$ cat config.mk
export PLATFORM = sky130hd
export DESIGN_NAME = ctlRegSlave
export DESIGN_NICKNAME = d
export VERILOG_FILES = /design/src/rtl/regSlavePkg.sv /design/src/rtl/busSync.sv /design/src/rtl/slaveCtl.sv /design/src/rtl/regBank.sv /design/src/rtl/ctlRegSlave.sv
export SDC_FILE = /design/constraint.sdc
export NUM_CORES = 1
export LEC_CHECK = 0
export BUFFER_PORTS_ARGS = -buffer_cell sky130_fd_sc_hd__buf_2
export CORE_UTILIZATION = 40
export DETAILED_ROUTE_END_ITERATION = 8
export GPL_ROUTABILITY_DRIVEN = 0
export PLACE_DENSITY = 0.61
export SLEW_MARGIN = 20
export SYNTH_ARGS = -nofsm -noshare
export SYNTH_HDL_FRONTEND = slang
export SYNTH_SLANG_ARGS = --single-unit
$ cat constraint.sdc
create_clock -name clk -period 5.37 [get_ports clk]
set_input_delay 0 -clock clk [delete_from_list [all_inputs] [get_ports clk]]
set_output_delay 0 -clock clk [all_outputs]
set_load 0.1 [all_outputs]
$ cat src/rtl/regSlavePkg.sv
package regSlavePkg;

  typedef struct packed {
    logic shiftIn;
    logic loadPtr;
    logic writeReg;
    logic loadTx;
    logic shiftTx;
  } dpStrobe_t;

  typedef enum logic [3:0] {
    ST_IDLE, ST_DEV, ST_ACKDEV, ST_REG, ST_ACKREG,
    ST_DATA, ST_ACKDATA, ST_READ, ST_READACK, ST_SKIP
  } ctlState_t;

endpackage

$ cat src/rtl/busSync.sv
module busSync #(
  parameter int STAGES = 2
) (
  input  logic clk,
  input  logic rstN,
  input  logic sclIn,
  input  logic sdaIn,
  output logic sclLvl,
  output logic sdaLvl,
  output logic sclRise,
  output logic sclFall,
  output logic startDet,
  output logic stopDet
);
  localparam int DEPTH = STAGES + 1;

  logic [DEPTH-1:0] sclPipe;
  logic [DEPTH-1:0] sdaPipe;

  always_ff @(posedge clk or negedge rstN) begin
    if (!rstN) begin
      sclPipe <= '1;
      sdaPipe <= '1;
    end else begin
      sclPipe <= {sclPipe[DEPTH-2:0], sclIn};
      sdaPipe <= {sdaPipe[DEPTH-2:0], sdaIn};
    end
  end

  logic sclPrev, sdaPrev;
  assign sclLvl   = sclPipe[STAGES-1];
  assign sdaLvl   = sdaPipe[STAGES-1];
  assign sclPrev  = sclPipe[STAGES];
  assign sdaPrev  = sdaPipe[STAGES];
  assign sclRise  = sclLvl & ~sclPrev;
  assign sclFall  = ~sclLvl & sclPrev;
  assign startDet = sclLvl & sclPrev & sdaPrev & ~sdaLvl;
  assign stopDet  = sclLvl & sclPrev & ~sdaPrev & sdaLvl;

endmodule

$ cat src/rtl/slaveCtl.sv
module slaveCtl
  import regSlavePkg::*;
#(
  parameter logic [6:0] DEV_ADDR = 7'b0001000
) (
  input  logic      clk,
  input  logic      rstN,
  input  logic      sclLvl,
  input  logic      sclRise,
  input  logic      sclFall,
  input  logic      startDet,
  input  logic      stopDet,
  input  logic [7:0] rxByte,
  input  logic      txMsb,
  output dpStrobe_t str,
  output logic      sdaOe
);
  ctlState_t state, nState;
  logic [2:0] cnt, nCnt;
  logic phase, nPhase;
  logic rw, nRw;
  logic ackDrive, nAck;
  logic txOn, nTx;

  always_comb begin
    nState = state;
    nCnt   = cnt;
    nPhase = phase;
    nRw    = rw;
    nAck   = ackDrive;
    nTx    = txOn;
    str    = '0;
    if (stopDet) begin
      nState = ST_IDLE;
      nAck   = 1'b0;
      nTx    = 1'b0;
    end else if (startDet) begin
      nState = ST_DEV;
      nCnt   = 3'd0;
      nAck   = 1'b0;
      nTx    = 1'b0;
    end else begin
      case (state)
        ST_DEV, ST_REG, ST_DATA: begin
          if (sclRise) begin
            str.shiftIn = 1'b1;
            nCnt = cnt + 3'd1;
            if (cnt == 3'd7) begin
              nPhase = 1'b0;
              nState = (state == ST_DEV) ? ST_ACKDEV :
                       (state == ST_REG) ? ST_ACKREG : ST_ACKDATA;
            end
          end
        end
        ST_ACKDEV: begin
          if (sclFall) begin
            if (!phase) begin
              if (rxByte[7:1] == DEV_ADDR) begin
                nAck   = 1'b1;
                nRw    = rxByte[0];
                nPhase = 1'b1;
              end else begin
                nState = ST_SKIP;
              end
            end else begin
              nAck = 1'b0;
              nCnt = 3'd0;
              if (rw) begin
                nState     = ST_READ;
                nTx        = 1'b1;
                str.loadTx = 1'b1;
              end else begin
                nState = ST_REG;
              end
            end
          end
        end
        ST_ACKREG: begin
          if (sclFall) begin
            if (!phase) begin
              nAck        = 1'b1;
              str.loadPtr = 1'b1;
              nPhase      = 1'b1;
            end else begin
              nAck   = 1'b0;
              nCnt   = 3'd0;
              nState = ST_DATA;
            end
          end
        end
        ST_ACKDATA: begin
          if (sclFall) begin
            if (!phase) begin
              nAck         = 1'b1;
              str.writeReg = 1'b1;
              nPhase       = 1'b1;
            end else begin
              nAck   = 1'b0;
              nState = ST_SKIP;
            end
          end
        end
        ST_READ: begin
          if (sclFall) begin
            nCnt = cnt + 3'd1;
            if (cnt == 3'd7) begin
              nTx    = 1'b0;
              nState = ST_READACK;
            end else begin
              str.shiftTx = 1'b1;
            end
          end
        end
        ST_READACK: if (sclFall) nState = ST_SKIP;
        default: ;
      endcase
    end
  end

  always_ff @(posedge clk or negedge rstN) begin
    if (!rstN) begin
      state    <= ST_IDLE;
      cnt      <= 3'd0;
      phase    <= 1'b0;
      rw       <= 1'b0;
      ackDrive <= 1'b0;
      txOn     <= 1'b0;
    end else begin
      state    <= nState;
      cnt      <= nCnt;
      phase    <= nPhase;
      rw       <= nRw;
      ackDrive <= nAck;
      txOn     <= nTx;
    end
  end

  assign sdaOe = ackDrive | (txOn & ~txMsb);

  assert_ack_steady_R4: assert property (@(posedge clk) disable iff (!rstN)
    (sclLvl && !startDet && !stopDet) |=> $stable(ackDrive));

  assert_stop_release_R2: assert property (@(posedge clk) disable iff (!rstN)
    stopDet |=> (!ackDrive && !txOn));

  assert_no_ack_mismatch_R3: assert property (@(posedge clk) disable iff (!rstN)
    (state == ST_ACKDEV && sclFall && !phase && !startDet && !stopDet &&
     rxByte[7:1] != DEV_ADDR) |=> !ackDrive);

  assert_single_driver_R8: assert property (@(posedge clk) disable iff (!rstN)
    $onehot0({ackDrive, txOn}));

endmodule

$ cat src/rtl/regBank.sv
module regBank
  import regSlavePkg::*;
#(
  parameter int NREG = 10,
  parameter int DW   = 8
) (
  input  logic             clk,
  input  logic             rstN,
  input  logic             sdaBit,
  input  dpStrobe_t        str,
  output logic [DW-1:0]    rxByte,
  output logic             txMsb,
  output logic [NREG*DW-1:0] regFlat
);
  localparam int IDXW = $clog2(NREG);
  localparam logic [DW-1:0] LAST = DW'(NREG - 1);

  logic [DW-1:0] rxShift, txShift, ptr;
  logic [DW-1:0] regFile [NREG];
  logic ptrOk;

  assign ptrOk = (ptr <= LAST);

  always_ff @(posedge clk or negedge rstN) begin
    if (!rstN) begin
      rxShift <= '0;
      txShift <= '0;
      ptr     <= '0;
    end else begin
      if (str.shiftIn) rxShift <= {rxShift[DW-2:0], sdaBit};
      if (str.loadPtr) ptr <= rxShift;
      if (str.loadTx)  txShift <= ptrOk ? regFile[ptr[IDXW-1:0]] : '0;
      else if (str.shiftTx) txShift <= {txShift[DW-2:0], 1'b0};
    end
  end

  for (genvar g = 0; g < NREG; g++) begin : gReg
    always_ff @(posedge clk or negedge rstN) begin
      if (!rstN) regFile[g] <= '0;
      else if (str.writeReg && ptrOk && ptr[IDXW-1:0] == IDXW'(g))
        regFile[g] <= rxShift;
    end
    assign regFlat[g*DW +: DW] = regFile[g];
  end

  assign rxByte = rxShift;
  assign txMsb  = txShift[DW-1];

  assert_hold_no_write_R5: assert property (@(posedge clk) disable iff (!rstN)
    !str.writeReg |=> $stable(regFlat));

  assert_discard_high_R6: assert property (@(posedge clk) disable iff (!rstN)
    (str.writeReg && !ptrOk) |=> $stable(regFlat));

endmodule

$ cat src/rtl/ctlRegSlave.sv
module ctlRegSlave
  import regSlavePkg::*;
#(
  parameter int         NREG     = 10,
  parameter int         DW       = 8,
  parameter logic [6:0] DEV_ADDR = 7'b0001000
) (
  input  logic               clk,
  input  logic               rstN,
  input  logic               sclIn,
  input  logic               sdaIn,
  output logic               sdaOe,
  output logic [NREG*DW-1:0] regFlat
);
  logic sclLvl, sdaLvl, sclRise, sclFall, startDet, stopDet;
  logic [DW-1:0] rxByte;
  logic txMsb;
  dpStrobe_t str;

  busSync #(.STAGES(2)) uSync (
    .clk(clk), .rstN(rstN), .sclIn(sclIn), .sdaIn(sdaIn),
    .sclLvl(sclLvl), .sdaLvl(sdaLvl), .sclRise(sclRise), .sclFall(sclFall),
    .startDet(startDet), .stopDet(stopDet)
  );

  slaveCtl #(.DEV_ADDR(DEV_ADDR)) uCtl (
    .clk(clk), .rstN(rstN), .sclLvl(sclLvl), .sclRise(sclRise),
    .sclFall(sclFall), .startDet(startDet), .stopDet(stopDet),
    .rxByte(rxByte), .txMsb(txMsb), .str(str), .sdaOe(sdaOe)
  );

  regBank #(.NREG(NREG), .DW(DW)) uBank (
    .clk(clk), .rstN(rstN), .sdaBit(sdaLvl), .str(str),
    .rxByte(rxByte), .txMsb(txMsb), .regFlat(regFlat)
  );

endmodule

### After elaboration in Yosys (flattened, before gate mapping)

Cells that the tools add are included.
Widths: inputs -> output; s select.

| word-level totals | value |
|---|---|
| input port bits | 4 |
| bits in registers | 121 |
| logic and storage cells | 177 |

| cells by class | value |
|---|---|
| mux-type cells | 66 |
| reductions and logical operators | 27 |
| $lt $le $gt $ge | 2 |
| $add $sub $neg | 1 |
| bitwise logic cells | 18 |
| equality and inequality tests | 42 |

Operator list:

| cell | count |
|---|---|
| $mux 4 | 15 |
| $mux 8 | 5 |
| $bmux 8 s4 | 1 |
| $eq 4x3->1 const B | 8 |
| $mux 1 | 31 |
| $ne 4x3->1 const B | 6 |
| $ne 4x4->1 const B | 6 |
| $pmux 4 s6 | 1 |
| $mux 3 | 6 |
| $reduce_and 6->1 | 3 |
| $eq 4x2->1 const B | 4 |
| $eq 4x4->1 const B | 3 |
| $reduce_and 12->1 | 1 |
| $reduce_bool 4->1 | 3 |
| $logic_and 1x1->1 | 11 |
| $mux 5 | 2 |
| $pmux 3 s3 | 1 |
| $and 1x1->1 | 8 |
| $eq 4x1->1 const B | 2 |
| $le 8x4->1 const B | 1 |
| $not 1->1 | 8 |
| $reduce_bool 8->1 | 1 |
| $eq 7x4->1 const B | 1 |
| $reduce_and 7->1 | 1 |
| other kinds (21) | 27 |

### Depth between registers and ports, before layout

| depth | value |
|---|---|
| depth in word-level cells | 8 |
| gate-level depth with buffers | 7 |

### Hierarchy

A second synthesis with hierarchy kept.

| unflattened totals | value |
|---|---|
| cell total of the unflattened synthesis | 467 |
| area total of the unflattened synthesis | 6003.3 µm² |

Modules (own cells, without submodules):

| module | sequential area each (µm²) | area an instance (µm²) | times used | cells an instance |
|---|---|---|---|---|
| regBank | 2602.5 | 4827.1 | 1 | 338 |
| slaveCtl | 275.3 | 985.9 | 1 | 119 |
| busSync | 157.7 | 190.2 | 1 | 10 |

### Worst setup path after synthesis

Ideal clock, no wire load.

| timing path | value |
|---|---|
| path type | register to register |
| start point | reg uCtl.state[0] |
| end point | reg uBank.regFile (netlist bit uBank.regFlat[32]) |
| path slack | 3.179 ns |
| data required time | 5.244 ns |
| clock period less this slack | 2.191 ns |
| cell stages (with the launch flop) | 6 |
| arrival time | 2.065 ns |
| cells stage by stage | dfrtp_1 or4b_1 nor3_4 nand2_2 nor4_4 mux2_2 |

| on the way | value |
|---|---|
| cells in the longest elaborated chain, start to end | 6 |

Ends and longest elaborated chain:

| what | line | RTL |
|---|---|---|
| start: declaration | slaveCtl.sv:18 | `ctlState_t state, nState;` |
| start signal: assignment | slaveCtl.sv:129 | `state <= nState;` |
| $eq 4x3->1 | slaveCtl.sv:43 | `case (state)` |
| $mux 1 | slaveCtl.sv:43 |  |
| $mux 5 | slaveCtl.sv:37 | `end else if (startDet) begin` |
| $mux 5 | slaveCtl.sv:33 | `if (stopDet) begin` |
| $logic_and 1x1->1 (2 in series) | regBank.sv:40 | `else if (str.writeReg && ptrOk && ptr[IDXW-1:0] == IDXW'(g))` |
| end signal: indexed assignment | regBank.sv:41 | `regFile[g] <= rxShift;` |
| end: declaration | regBank.sv:19 | `logic [DW-1:0] regFile [NREG];` |

No other way between the ends.
A chain may end at the register's enable or synchronous reset.

### Final worst setup path

| timing path | value |
|---|---|
| start point | reg uCtl.state[2] |
| end point | reg uBank.regFile (netlist bit uBank.regFlat[40]) |

Same word-level chain as after synthesis.

==> results.toml <==
[clock_network]
ctsHoldBuffers = 3
clkLatencyLatePin_ns = 0.41
post_cts_buffers = 0
clk_pin_slew_ns = 0.05
cts_max_level = 4
cts_buffer_depth = 2
cts_tree = "done"
cts_made_buffers = 17
ctsResizeCount = 0
cts.sinks = 121
cts-root-buf = "clkbuf_16"

[synth]
ys.warnings.count = 0
seq_area_frac_synth_pct = 52.3
synthCells = 440
synth_ff_type = "dfrtp_1"
yosysTopAreaCell = "dfrtp_1"
synth_top_area_share_pct = 49.6
syn-num-nets = 446
synth_edf_count = 0
avgSynthCellArea_um2 = 13.2
netlist_area_mm2 = 0.00580
synth.area.top_cells = "dfrtp_1, mux2_2, mux4_2"
ys_types = 56
synth-seq-cells = 121
async_flop_share_pct = 100

[cells_and_area]
fin_cells = 712
mostFrequentLayoutCells = "dfrtp_1, mux2_2, buf_2"
nNetsFinal = 525
antenna_cells = 0
fillers = 1269
final_common_cell = "dfrtp_1"
drive_gt1_share_pct = 46.2
synthToLayoutAreaGrowth_pct = 20.0

[critical_path]
crit_required_ns = 5.66
crit_path_end_kind = "flop"
regToRegEndpoint = "uBank.regFlat[40]$_DFFE_PN0P_"
crit_path_start_kind = "flop"
endpoint = "uBank.regFlat[40]$_DFFE_PN0P_"
worstReg2RegStart = "uCtl.state[2]$_DFFE_PN0P_"
cp_data_arrival_time_ns = 3.23
r2r_setup_slack_ns = 2.43
crit_fanout = 20
crit_start = "uCtl.state[2]$_DFFE_PN0P_"
crit_type = "flop to flop"
r2r_cells = 5

[power]
powerDensity_mw_per_mm2 = 431
power_leakage_uw = 0.00343
ir_worst_vdd_v = 0.000236

[grt]
grt_max_degree = 72
antenna_found_initial = 0
grt_overflow_total = 0
grt_pass1_wl_mm = 23.1
grt_pass1_vias = 4154
grt_use_total_pct = 20.9

[floorplanning]
start_util_pct = 41.5
pin_count = 85
design.die.area_mm2 = 0.0150
die_h_um = 122
rows = 43
die_w_um = 122
core_mm2 = 0.0140

[routing]
ant_nets = 0
vias = 3989
initialDrtViolationCount = 315
wl_per_cell_um = 20.2
wirelength_mm = 14.4
drc_errors = 0
via_per_inst = 5.60
drt_first_pass_iters = 4

[sta]
drv_slew = 0
fin_ws_ns = 2.43
setup_tns_ns = 0
period_needed_ns = 2.94
hold_violations = 0
finalSetupViolations = 0
slew_headroom_pct = 35.9
tightest_slew_ns = 0.961
finClkSkew_ns = 0.00918
fmax_mhz = 340
hold-worst-slack_ns = 0.240
rsz0062_at_grt = "no"
finalCritPeriodShare_pct = 54.8

[outcome]
status = "finished, final reports clean"

[placed_design]
dp.cells = 677
port_buffers = 84
dp_hpwl_mm = 9.62
dp_slack_ns = 2.45

[job]
maxCapViolations = 0

[hold_path]
hold_depth = 2
min_path_type = "input pin to flop"
[routing by layer]
layer	share of wire (%)	wire length, um	vias to the layer above	track usage (%)
li1	-	-	1789	-
met1	46	6570	2063	28.9
met2	48	6920	124	32.3
met3	5.2	754	13	5.72
met4	1.1	163	0	5.87
met5	0	0	-	0
[layout make-up]
type	count	area, um^2	share of cell area [%]
multi-input combinational	284	2620	37.7
tap	180	225	3.24
clock buffer	25	495	7.12
inverter	6	22.5	0.324
sequential	121	3040	43.6
timing repair buffer	89	468	6.72
clock inverter	7	90.1	1.29
[registers in the layout, indices dropped and copies added (netlist names)]
register,cells
uBank.regFlat,80
uBank.ptr,8
uCtl.cnt,3
uCtl.state,4
uSync.sdaPipe,3
uCtl.phase,1
uCtl.ackDrive,1
uSync.sclPipe,3
uBank.rxByte,8
uCtl.txOn,1
uCtl.rw,1
uBank.txShift,8
[metrics by stage]
step | util, % | instance area, um^2 | total power, uW
floorplan | - | 5800 | 1720
global placement | 45.4 | 6350 | 1870
detailed placement | 45.4 | 6350 | 1890
CTS | 49.8 | 6960 | 3020
global route | 49.8 | 6960 | 3160
finish | 49.8 | 6960 | 3000
[worst max-delay path: stages, from the launching register on]
cell,delay (ns)
dfrtp_1,0.74
or4b_1,0.59
nor3_4,0.32
nand2_2,0.14
nor3b_4,0.63
mux2_2,0.40
[cells in the mapped netlist, drive strengths merged, types with 7 or more instances]
master  instances
a21oi          13
o21ai          15
dfrtp         115
clkbuf         18
nor2           21
nand2          16
mux2          101
mux2i          12
nor2b           7
mux4           16
buf            11
[worst min-delay path by stage]
stage	startpoint	to	slack [ns]
after floorplan	rstN	uBank.ptr[0]$_DFFE_PN0P_	-0.30
after global placement	sdaIn	uSync.sdaPipe[0]$_DFF_PN1_	0.11
after detailed placement	sclIn	uSync.sclPipe[0]$_DFF_PN1_	0.11
after CTS	sdaIn	uSync.sdaPipe[0]$_DFF_PN1_	0.23
after global routing	sdaIn	uSync.sdaPipe[0]$_DFF_PN1_	0.24
final	sclIn	uSync.sclPipe[0]$_DFF_PN1_	0.24
[kinds of logic after synthesis]
family          Yosys count  share of synthesized area (%)
compound gates           62                           7.18
fa+ha+maj                 2                          0.431
buf+inv                  35                           2.46
xor+xnor                  5                          0.755
mux                     129                           27.9
simple gates             86                           8.97
flops                   121                           52.3
[where the power goes]
group	total (uW)	internal, uW	switching, uW
Combinational	617	286	331
Clock	1120	729	386
Sequential	1270	1000	264
Total	3000	2020	982
(Power assumes the default switching activity.)
